==> config.mk <==
export PLATFORM = sky130hd
export DESIGN_NAME = trig_sched
export DESIGN_NICKNAME = d
export VERILOG_FILES = /design/src/rtl/trig_sched_pkg.sv /design/src/rtl/trig_fifo_eval.sv /design/src/rtl/trig_ctrl_state.sv /design/src/rtl/trig_sched.sv
export SDC_FILE = /design/constraint.sdc
export NUM_CORES = 1
export LEC_CHECK = 0
export BUFFER_PORTS_ARGS = -buffer_cell sky130_fd_sc_hd__buf_2
export CORE_ASPECT_RATIO = 0.9
export CORE_MARGIN = 5
export CORE_UTILIZATION = 36
export CTS_CLUSTER_DIAMETER = 200
export DETAILED_ROUTE_END_ITERATION = 10
export HOLD_SLACK_MARGIN = 0.02
export REMOVE_ABC_BUFFERS = 1
export SLEW_MARGIN = 20
export SYNTH_ARGS = -nofsm -noshare
export SYNTH_HDL_FRONTEND = slang
export SYNTH_SLANG_ARGS = --single-unit
==> constraint.sdc <==
create_clock -name clk -period 8 [get_ports clk]
set_input_delay 1.6 -clock clk [delete_from_list [all_inputs] [get_ports clk]]
set_output_delay 1.6 -clock clk [all_outputs]
set_load 0.01 [all_outputs]
==> src/rtl/trig_sched_pkg.sv <==
package trig_sched_pkg;

    typedef enum logic [1:0] {
        OP_NONE  = 2'd0,
        OP_WRITE = 2'd1,
        OP_SKIP  = 2'd2,
        OP_OTHER = 2'd3
    } op_kind_e;

    typedef enum logic [1:0] {
        SRC_Y      = 2'd0,
        SRC_CB     = 2'd1,
        SRC_CR     = 2'd2,
        SRC_PACKED = 2'd3
    } src_e;

    localparam int TRIG_W = 6;

    typedef struct packed {
        logic go;
        src_e src;
    } pick_t;

    function automatic logic [TRIG_W-1:0] trig_words(input logic [1:0] code);
        return 6'd4 << code;
    endfunction

endpackage

==> src/rtl/trig_fifo_eval.sv <==
module trig_fifo_eval
    import trig_sched_pkg::*;
#(
    parameter int CNT_W     = 7,
    parameter int LEFT_W    = 12,
    parameter int MAX_BURST = 16,
    parameter int LEN_W     = 5
) (
    input  logic                active,
    input  op_kind_e            kind,
    input  logic [CNT_W-1:0]    fill,
    input  logic [LEFT_W-1:0]   words_left,
    input  logic [TRIG_W-1:0]   trig,
    input  logic                force_trig,
    output logic                elig,
    output logic [LEN_W-1:0]    len
);
    localparam int BASE_W = (CNT_W > LEFT_W) ? CNT_W : LEFT_W;
    localparam int CMP_W  = ((BASE_W > TRIG_W) ? BASE_W : TRIG_W) + 1;

    logic [CMP_W-1:0] f, l, t, mx, m;
    logic             gate;

    always_comb begin
        f  = CMP_W'(fill);
        l  = CMP_W'(words_left);
        t  = CMP_W'(trig);
        mx = CMP_W'(MAX_BURST);
        unique case (kind)
            OP_WRITE: gate = (f >= t) || (l < f) || force_trig;
            OP_SKIP:  gate = 1'b1;
            default:  gate = 1'b0;
        endcase
        elig = active && (f != '0) && (l != '0) && gate;
        m = (f < l) ? f : l;
        if (m > mx) m = mx;
        len = LEN_W'(m);
    end

endmodule

==> src/rtl/trig_ctrl_state.sv <==
module trig_ctrl_state (
    input  logic clk,
    input  logic rst,
    input  logic planar,
    input  logic bus_disc,
    input  logic any_queued,
    input  logic par_err,
    input  logic err_clear,
    output logic flush,
    output logic halted
);
    always_ff @(posedge clk) begin
        if (rst) begin
            flush  <= 1'b0;
            halted <= 1'b0;
        end else begin
            if (bus_disc && planar && any_queued) flush <= 1'b1;
            else if (!any_queued)                 flush <= 1'b0;

            if (par_err)        halted <= 1'b1;
            else if (err_clear) halted <= 1'b0;
        end
    end

    AST_FLUSH_ENDS_EMPTY: assert property (@(posedge clk) disable iff (rst)
        (flush && !any_queued) |=> !flush);
    AST_PACKED_NO_FLUSH: assert property (@(posedge clk) disable iff (rst)
        (!planar && !flush) |=> !flush);
    AST_HALT_STICKY: assert property (@(posedge clk) disable iff (rst)
        (halted && !err_clear) |=> halted);

endmodule

==> src/rtl/trig_sched.sv <==
module trig_sched
    import trig_sched_pkg::*;
#(
    parameter int FILL_W    = 7,
    parameter int LEFT_W    = 12,
    parameter int MAX_BURST = 16,
    localparam int LEN_W    = $clog2(MAX_BURST + 1),
    localparam int SUM_W    = FILL_W + 2
) (
    input  logic              clk,
    input  logic              rst,
    input  logic              instr_valid,
    input  logic [1:0]        instr_kind,
    input  logic [LEFT_W-1:0] words_left,
    input  logic [FILL_W-1:0] fill_y,
    input  logic [FILL_W-1:0] fill_cb,
    input  logic [FILL_W-1:0] fill_cr,
    input  logic [1:0]        trig_code,
    input  logic              planar,
    input  logic              bus_disc,
    input  logic              par_err,
    input  logic              err_clear,
    output logic              burst_req,
    output logic [1:0]        burst_src,
    output logic [LEN_W-1:0]  burst_len,
    output logic              irq
);
    localparam int NFIFO = 3;

    op_kind_e            kind;
    logic [TRIG_W-1:0]   trig;
    logic [FILL_W-1:0]   fills [NFIFO];
    logic [NFIFO-1:0]    el;
    logic [LEN_W-1:0]    ln [NFIFO];
    logic [SUM_W-1:0]    sum_fill;
    logic                pk_el;
    logic [LEN_W-1:0]    pk_len;
    logic                flush, halted, any_queued;
    pick_t               pick;
    logic [LEN_W-1:0]    pick_len;

    assign kind       = op_kind_e'(instr_kind);
    assign trig       = trig_words(trig_code);
    assign fills[0]   = fill_y;
    assign fills[1]   = fill_cb;
    assign fills[2]   = fill_cr;
    assign sum_fill   = {2'b00, fill_y} + {2'b00, fill_cb} + {2'b00, fill_cr};
    assign any_queued = (sum_fill != '0);

    trig_ctrl_state u_state (
        .clk        (clk),
        .rst        (rst),
        .planar     (planar),
        .bus_disc   (bus_disc),
        .any_queued (any_queued),
        .par_err    (par_err),
        .err_clear  (err_clear),
        .flush      (flush),
        .halted     (halted)
    );

    for (genvar g = 0; g < NFIFO; g++) begin : g_plane
        trig_fifo_eval #(
            .CNT_W(FILL_W), .LEFT_W(LEFT_W), .MAX_BURST(MAX_BURST), .LEN_W(LEN_W)
        ) u_eval (
            .active     (instr_valid),
            .kind       (kind),
            .fill       (fills[g]),
            .words_left (words_left),
            .trig       (trig),
            .force_trig (flush),
            .elig       (el[g]),
            .len        (ln[g])
        );
    end

    trig_fifo_eval #(
        .CNT_W(SUM_W), .LEFT_W(LEFT_W), .MAX_BURST(MAX_BURST), .LEN_W(LEN_W)
    ) u_packed (
        .active     (instr_valid),
        .kind       (kind),
        .fill       (sum_fill),
        .words_left (words_left),
        .trig       (trig),
        .force_trig (1'b0),
        .elig       (pk_el),
        .len        (pk_len)
    );

    always_comb begin
        pick     = '{go: 1'b0, src: SRC_Y};
        pick_len = '0;
        if (planar) begin
            if (el[0]) begin
                pick = '{go: 1'b1, src: SRC_Y};  pick_len = ln[0];
            end else if (el[1]) begin
                pick = '{go: 1'b1, src: SRC_CB}; pick_len = ln[1];
            end else if (el[2]) begin
                pick = '{go: 1'b1, src: SRC_CR}; pick_len = ln[2];
            end
        end else if (pk_el) begin
            pick = '{go: 1'b1, src: SRC_PACKED}; pick_len = pk_len;
        end
    end

    always_ff @(posedge clk) begin
        if (rst) begin
            burst_req <= 1'b0;
            burst_src <= SRC_Y;
            burst_len <= '0;
        end else begin
            burst_req <= pick.go && !halted && !par_err;
            burst_src <= pick.src;
            burst_len <= pick_len;
        end
    end

    assign irq = halted;

    AST_NO_REQ_WHILE_IRQ: assert property (@(posedge clk) disable iff (rst)
        irq |-> !burst_req);
    AST_PARITY_STOP: assert property (@(posedge clk) disable iff (rst)
        par_err |=> (!burst_req && irq));
    AST_CLEAR_DROPS_IRQ: assert property (@(posedge clk) disable iff (rst)
        (err_clear && !par_err) |=> !irq);
    AST_LEN_BOUND: assert property (@(posedge clk) disable iff (rst)
        burst_req |-> (burst_len != '0 && burst_len <= LEN_W'(MAX_BURST)));
    AST_NO_INSTR_NO_REQ: assert property (@(posedge clk) disable iff (rst)
        !instr_valid |=> !burst_req);

endmodule

==> metrics.md, run 1 <==
| Metric | Value |
|---|---|
| Status | completed |
| Total global-route track usage | 18.7% |
| Initial antenna violation count | 0 |
| Largest net degree at the start of global routing | 13 |
| Placement Rows | 29 |
| CTS sink count | 10 |
| Power share of the sequential group | 16.7% |
| Seq/Total Area, Yosys | 7.90% |
| Drt initial violations | 209 |
| Design area | 2930 um2 |
| Port bufs | 52 |
| Clk_skew | 0.000722 ns |
| Setup bufs post-CTS | 0 |
| Critical path arrival | 5.96 ns |
| Share of cells above drive strength 1 | 17.6% |
| Hold Path Class | reg2reg |
| Pwr dens | 108 nW/um2 |
| Clock transition at path regs | 0.04 ns |
| First-pass GRT wire length | 13100 um |
| Post-route clock period utilization | 72.5% |
| Setup CP Type | in2reg |
| DRT Pass-1 Iters | 5 |
| CP Launch Type | input port |
| Largest area contributor in the netlist | ha_1 |
| Post-route ant nets | 0 |
| Warnings from Yosys | 0 |
| Fin. max-slew vios | 0 |
| RSZ-0062 raised after global routing | false |
| Max Clk Rate | 172 MHz |
| Switch share | 45.7% |
| CORE AREA | 6970 um2 |
| Crit path required time | 8.16 ns |
| Vias per cell | 5.77 |
| CTS Buf Count | 3 |
| Crit path max-delay cell type | o21ai_1 |
| EDFF count, synth | 0 |
| CTS tree | done |
| # nets final | 481 |
| Later-pin clock latency in the skew report | 0.23 ns |
| Area growth syn-to-layout | 15.6% |
| Avg Inst Size Synth | 7.84 um2 |
| Chip height | 89.6 um |
| WL per Instance | 17.9 um |
| Max incr delay on CP | 0.63 ns |
| Initial Util | 36.4% |
| Synth area leaders | ha_1 (26%), dfxtp_1 (7.9%), fa_1 (6.3%), inv_1 (5.9%), a21oi_1 (5.1%) |
| CTS H-Tree Depth | 1 |
| Synthesized cell area | 2530 um2 |
| CP Max Fanout | 11 |
| Grt ovf | 0 |
| Clk pwr share | 15.9% |
| Die area | 8820 um2 |
| Vias in the first global route | 2588 |
| Maxcap violations | 0 |
| Most common cell on crit path | inv_1 |
| Maximum vdd drop | 0.0545 mV |
| Clock Path Buffers | 2 |
| Antenna Cells | 0 |
| WL final | 8370 um |
| Synth Register Bits | 10 |
| Setup crit end kind | flop |
| Ports | 53 |
| RePlAce Congestion | 0.951 |
| Leak Pwr | 1.39 nW |
| Die width | 98.4 um |
| Setup-failing EPs final | 0 |
| Post-cts resize count | 0 |
| Final hold violations | 0 |
| Hpwl dp | 7070 um |
| Ys flop type | dfxtp_1 |
| Drt drc | 0 |
| Netlist cell types | 54 |
| Vias after detailed routing | 2693 |
| Worst slew pin tran | 0.931 ns |
| Clk root buf | clkbuf_8 |
| Switch Pwr | 0.000145 W |
| Area fraction of the dominant cell type after synthesis | 26.2% |
| Hold_buf cts | 0 |
| Rel. slew slack | 37.8% |
| Combinational power share | 67.4% |
| Ys async rst share | 0% |
| Placed instance area | 2890 um2 |
| Internal power | 0.000173 W |
| Setup_tns | 0 ns |
| Cell Chain, Critical Path | buf_2, inv_1, fa_1, inv_1, ha_1, inv_1, fa_1, nand2b_1, a21oi_1, xnor2_1, inv_1, ha_1, a21oi_1, maj3_1, o21ai_1, o211ai_1, a2111o_1, o21ai_1 |
| Tmin final | 5.80 ns |
| Mapped Cells | 323 |
## power groups by stage
stage | registers [W] | logic (W) | clock network (W)
6_report | 0.0000530 | 0.000214 | 0.0000506
3_3_place_gp | 0.0000539 | 0.000209 | 0
5_1_grt | 0.0000531 | 0.000244 | 0.0000541
2_1_floorplan | 0.0000546 | 0.000144 | 0
4_1_cts | 0.0000530 | 0.000214 | 0.0000514
3_5_place_dp | 0.0000539 | 0.000212 | 0
## synth_stat cells, drive strengths merged, types with 4 or more instances
cell type  number
nand4           6
ha             53
xnor2           5
o21ai          22
nor2b           4
nor4            7
o211ai          8
mux2i          13
nor2           22
o21a            4
or4             4
nand2          11
nand2b          7
nand3           7
inv            40
fa              8
or2             5
dfxtp          10
a21o            7
a21oi          26
nor3           10
## worst paths after layout
| check | start | end | slack, ns | cells past startpoint |
|---|---|---|---|---|
| worst max-delay path | fill_y[1] | burst_len[1] | 2.20 | 18 |
| worst min-delay path | u_state.halted | burst_req | 0.45 | 1 |
| worst max register to register | u_state.flush | burst_len[3] | 5.65 | 7 |
| worst min register to register | u_state.halted | burst_req | 0.45 | 1 |
## layout by cell type (no fill, tap or decap), types with 4 or more instances in the layout
cell	n
a21o_1	7
a21oi_1	26
buf_2	52
dfxtp_1	10
fa_1	8
ha_1	53
inv_1	40
mux2i_1	13
nand2_1	11
nand2b_1	7
nand3_1	7
nand4_1	6
nor2_1	22
nor2b_1	4
nor3_1	10
nor4_1	7
o211ai_1	8
o21a_1	4
o21ai_0	15
o21ai_1	6
or2_2	5
or4_1	4
xnor2_1	5
## cell type report
cell class	count	area, um2
clock buffer	3	41.3
fill	766	4040
inverter	40	150
multi-input combinational	269	2160
sequential	10	200
tap	93	116
timing repair buffer	52	260
## routing by layer
metal / track usage, % / vias up / wire length (um)
li1: - / 1304 / -
met1: 25.8 / 1258 / 3790
met2: 31.6 / 117 / 3760
met3: 2.01 / 14 / 598
met4: 4.47 / 0 / 220
met5: 0 / - / 0
## kinds of logic (layout without fill, tap and decap cells)
logic type | count (synthesis) | after routing | share of synthesized area [%]
compound gates | 94 | 94 | 24.9
xor+xnor | 7 | 7 | 2.42
fa+ha+maj | 62 | 62 | 32.9
buf+inv | 44 | 95 | 6.86
flops | 10 | 10 | 7.90
mux | 14 | 14 | 5.58
simple gates | 92 | 92 | 19.4
## metrics by stage
stage | cells | hold WS, ns | setup WS [ns] | utilization (%) | power, W
4_1_cts | 467 | 0.449 | 2.25 | 42.0 | 0.000318
5_1_grt | 467 | 0.480 | 1.93 | 42.0 | 0.000351
3_5_place_dp | 464 | 0.444 | 2.05 | 41.4 | 0.000266
3_3_place_gp | 464 | 0.442 | 2.17 | 41.4 | 0.000263
2_1_floorplan | 319 | 0.479 | 2.65 | - | 0.000198
6_report | 467 | 0.447 | 2.20 | 42.0 | 0.000318
## critical path, delay by kind of cell
kind	cells	cell delay, ns
AND/OR/NAND/NOR	1	0.17
adder cells (fa/ha/maj)	5	1.69
buffers and inverters	5	0.41
XOR/XNOR	1	0.21
AO/OA/AOI/OAI	6	1.89
## sequential cells by signal, indices dropped and copies added (netlist names)
register,count
burst_req,1
u_state.flush,1
burst_src,2
burst_len,5
u_state.halted,1
No activity file was read; power rests on OpenSTA's default activity.
==> inputs of run 2 (changes only) <==
ABC_AREA = 1   (was default)
clock period = 4.75 ns   (was 8 ns; I/O delays follow)
==> run 2 against run 1 <==
Total power increased by 96%. Clock skew about the same. Flip-flop and latch count unchanged. Via count increased by 16%. Sequential power increased by 69%. Register-to-register slack got worse by 2.5 ns. Largest cell class unchanged.
==> metrics.md, run 2 <==
| Metric | Value |
|---|---|
| Switch share | 48.2% (was 45.7%) |
| CTS H-Tree Depth | 1 (unchanged) |
| Synth Register Bits | 10 (unchanged) |
| Most common cell on crit path | inv_1 (unchanged) |
| Crit path max-delay cell type | fa_1 (was o21ai_1) |
| Leak Pwr | 1.80 nW (was 1.39 nW) |
| Share of cells above drive strength 1 | 16.9% (was 17.6%) |
| Vias after detailed routing | 3126 (was 2693) |
| Maxcap violations | 0 (unchanged) |
| Synth area leaders | ha_1 (23%), nand2_1 (13%), inv_1 (10%), nand3_1 (7.3%), dfxtp_1 (7.0%) (was ha_1 (26%), dfxtp_1 (7.9%), fa_1 (6.3%), inv_1 (5.9%), a21oi_1 (5.1%)) |
| Warnings from Yosys | 0 (unchanged) |
| Antenna Cells | 0 (unchanged) |
| Switch Pwr | 0.000301 W (was 0.000145 W) |
| Avg Inst Size Synth | 6.33 um2 (was 7.84 um2) |
| Vias per cell | 5.18 (was 5.77) |
| Critical path arrival | 4.45 ns (was 5.96 ns) |
| First-pass GRT wire length | 15000 um (was 13100 um) |
| Clk pwr share | 16.9% (was 15.9%) |
| Final Power | 0.000624 W (was 0.000318 W) |
| Worst slew pin tran | 0.646 ns (was 0.931 ns) |
| Internal power | 0.000323 W (was 0.000173 W) |
| Biggest regs | burst_len: 5 flops, burst_src: 2 flops (unchanged) |
| Ys async rst share | 0% (unchanged) |
| CTS tree | done (unchanged) |
| Buf/Inv on CP | 7 (was 5) |
| Status | completed (unchanged) |
| DRT Pass-1 Iters | 5 (unchanged) |
| Tmin final | 4.28 ns |
| Setup bufs post-CTS | 0 (unchanged) |
| CP Launch Type | input port (unchanged) |
| Seq/Total Area, Yosys | 6.99% (was 7.90%) |
| Crit path required time | 4.92 ns (was 8.16 ns) |
| Largest net degree at the start of global routing | 14 (was 13) |
| RePlAce Congestion | 1.01 (was 0.951) |
| FF-to-FF path depth | 9 (was 7) |
| Clock transition at path regs | 0.05 ns (was 0.04 ns) |
| Post-route clock period utilization | 90.2% |
| Port bufs | 52 (unchanged) |
| Crit path max-delay family | adder cells (was compound AO/OA/AOI/OAI gates) |
| Clk root buf | clkbuf_8 (unchanged) |
| Synthesized cell area | 2870 um2 (was 2530 um2) |
| Setup_tns | 0 ns (unchanged) |
| Die width | 104 um (was 98.4 um) |
| WHS Path Cells | 2 (was 1) |
| Max Clk Rate | 233 MHz |
| Largest register by flop count | burst_len (unchanged) |
| WL per Instance | 15.3 um (was 17.9 um) |
| Placement Rows | 30 (was 29) |
| CTS sink count | 10 (unchanged) |
| Cell Chain, Critical Path | buf_2, inv_1, fa_1, inv_1, ha_1, inv_1, fa_1, nor3_1, nand3b_1, xor2_1, inv_1, ha_1, inv_1, o21bai_1, inv_1, nand2_2, nand2_4, nand2_4, nand2_1, o21ai_2, nand2_1, o21ai_2, nand2_1, a21oi_1 (was buf_2, inv_1, fa_1, inv_1, ha_1, inv_1, fa_1, nand2b_1, a21oi_1, xnor2_1, inv_1, ha_1, a21oi_1, maj3_1, o21ai_1, o211ai_1, a2111o_1, o21ai_1) |
| # nets final | 614 (was 481) |
| Fin. max-slew vios | 0 (unchanged) |
| Stages on the worst setup path | 24 (was 18) |
| Pwr dens | 189 nW/um2 (was 108 nW/um2) |
| Later-pin clock latency in the skew report | 0.23 ns (about the same) |
| Post-cts resize count | 0 (unchanged) |
| Total global-route track usage | 18.6% (was 18.7%) |
| Area fraction of the dominant cell type after synthesis | 23.1% (was 26.2%) |
| Vias in the first global route | 3054 (was 2588) |
| CORE AREA | 7660 um2 (was 6970 um2) |
| Hpwl dp | 7980 um (was 7070 um) |
| Cell with the most instances after synthesis | nand2_1 (was ha_1) |
| Max incr delay on CP | 0.42 ns (was 0.63 ns) |
| Hold_buf cts | 0 (unchanged) |
| Drt drc | 0 (unchanged) |
| Fill count | 838 (was 766) |
| Grt ovf | 0 (unchanged) |
| Power share of the sequential group | 14.3% (was 16.7%) |
| WL final | 9270 um (was 8370 um) |
| Most frequent cells in the layout | nand2_1 (100), inv_1 (80), ha_1 (53), buf_2 (52), nand3_1 (42) (was ha_1 (53), buf_2 (52), inv_1 (40), a21oi_1 (26), nor2_1 (22)) |
| Setup-failing EPs final | 0 (unchanged) |
| CP Max Fanout | 8 (was 11) |
| Ports | 53 (unchanged) |
| Area growth syn-to-layout | 14.9% (was 15.6%) |
| Largest register FFs | 5 (unchanged) |
| RSZ-0062 raised after global routing | false (unchanged) |
| Synth cell count leaders | nand2_1 (100), inv_1 (80), ha_1 (53) (was ha_1 (53), inv_1 (40), a21oi_1 (26)) |
| Largest area contributor in the netlist | ha_1 (unchanged) |
| Netlist cell types | 41 (was 54) |
| Initial antenna violation count | 0 (unchanged) |
| Combinational power share | 68.8% (was 67.4%) |
| Initial Util | 37.4% (was 36.4%) |
| Chip height | 94.6 um (was 89.6 um) |
| Post-route ant nets | 0 (unchanged) |
| Final hold violations | 0 (unchanged) |
| Die area | 9850 um2 (was 8820 um2) |
| Mapped Cells | 453 (was 323) |
| Ys flop type | dfxtp_1 (unchanged) |
| Most common cell after layout, fill and taps aside | nand2_1 (was ha_1) |
| Clk_skew | 0.000786 ns (was 0.000722 ns) |
| Clock Path Buffers | 2 (unchanged) |
| Setup CP Type | in2reg (unchanged) |
| Hold Path Class | reg2reg (unchanged) |
| Maximum vdd drop | 0.115 mV (was 0.0545 mV) |
| Setup crit end kind | flop (unchanged) |
| CTS Buf Count | 3 (unchanged) |
| Drt initial violations | 220 (was 209) |
| Rel. slew slack | 56.6% (was 37.8%) |
| EDFF count, synth | 0 (unchanged) |
-- run 2: layout make-up --
type	instances	area, um2	area share, %
clock buffer	4	55.1	1.67
inverter	83	312	9.46
multi-input combinational	358	2340	71.0
sequential	10	200	6.08
tap	96	120	3.65
timing repair buffer	53	268	8.13
-- run 2: cells by family after synthesis --
family	after synthesis	share of synthesized area [%]
compound gates	67	14.8
buf+inv	85	11.4
fa+ha+maj	61	28.7
xor+xnor	4	1.22
flops	10	6.99
simple gates	226	36.9
-- run 2: worst paths after layout --
| path | start | to | slack, ns |
|---|---|---|---|
| min reg2reg | u_state.halted | u_state.halted | 0.51 |
| min | u_state.halted | u_state.halted | 0.51 |
| max | fill_y[1] | burst_len[3] | 0.47 |
| max reg2reg | u_state.flush | burst_len[3] | 3.11 |
-- run 2: layer usage --
| layer | vias up | part of all wire (%) | wire length [um] | GRT usage, % |
|---|---|---|---|---|
| li1 | 1615 | - | - | - |
| met1 | 1389 | 47 | 4400 | 25.3 |
| met2 | 108 | 45 | 4180 | 32.1 |
| met3 | 14 | 6.3 | 581 | 2.87 |
| met4 | 0 | 1.2 | 110 | 2.27 |
| met5 | - | 0 | 0 | 0 |
-- run 2: worst reg2reg max path: stages, from the launching register on --
cell	delay [ns]
dfxtp_1	0.41
nor3_1	0.09
nand3_1	0.10
nand2_1	0.06
a21oi_1	0.23
inv_1	0.17
nand2_1	0.13
inv_1	0.08
a21oi_1	0.17
a21oi_1	0.08
-- run 2: stage by stage --
stage                     setup WS, ns  cells  hold WS, ns  util (%)  area [um2]
after floorplan                  0.724    451        0.523         -        2850
after global placement           0.330    600        0.495      42.3        3240
after detailed placement         0.267    600        0.511      42.3        3240
after CTS                        0.493    604        0.515      43.0        3290
after global routing             0.126    604        0.582      43.0        3290
final                            0.466    604        0.513      43.0        3290
-- run 2: power by group through the flow --
stage	registers, W	clock network (W)	logic, W
6_report	0.0000894	0.000106	0.000429
5_1_grt	0.0000898	0.000113	0.000490
4_1_cts	0.0000894	0.000109	0.000426
3_5_place_dp	0.0000911	0	0.000423
3_3_place_gp	0.0000910	0	0.000416
2_1_floorplan	0.0000921	0	0.000300
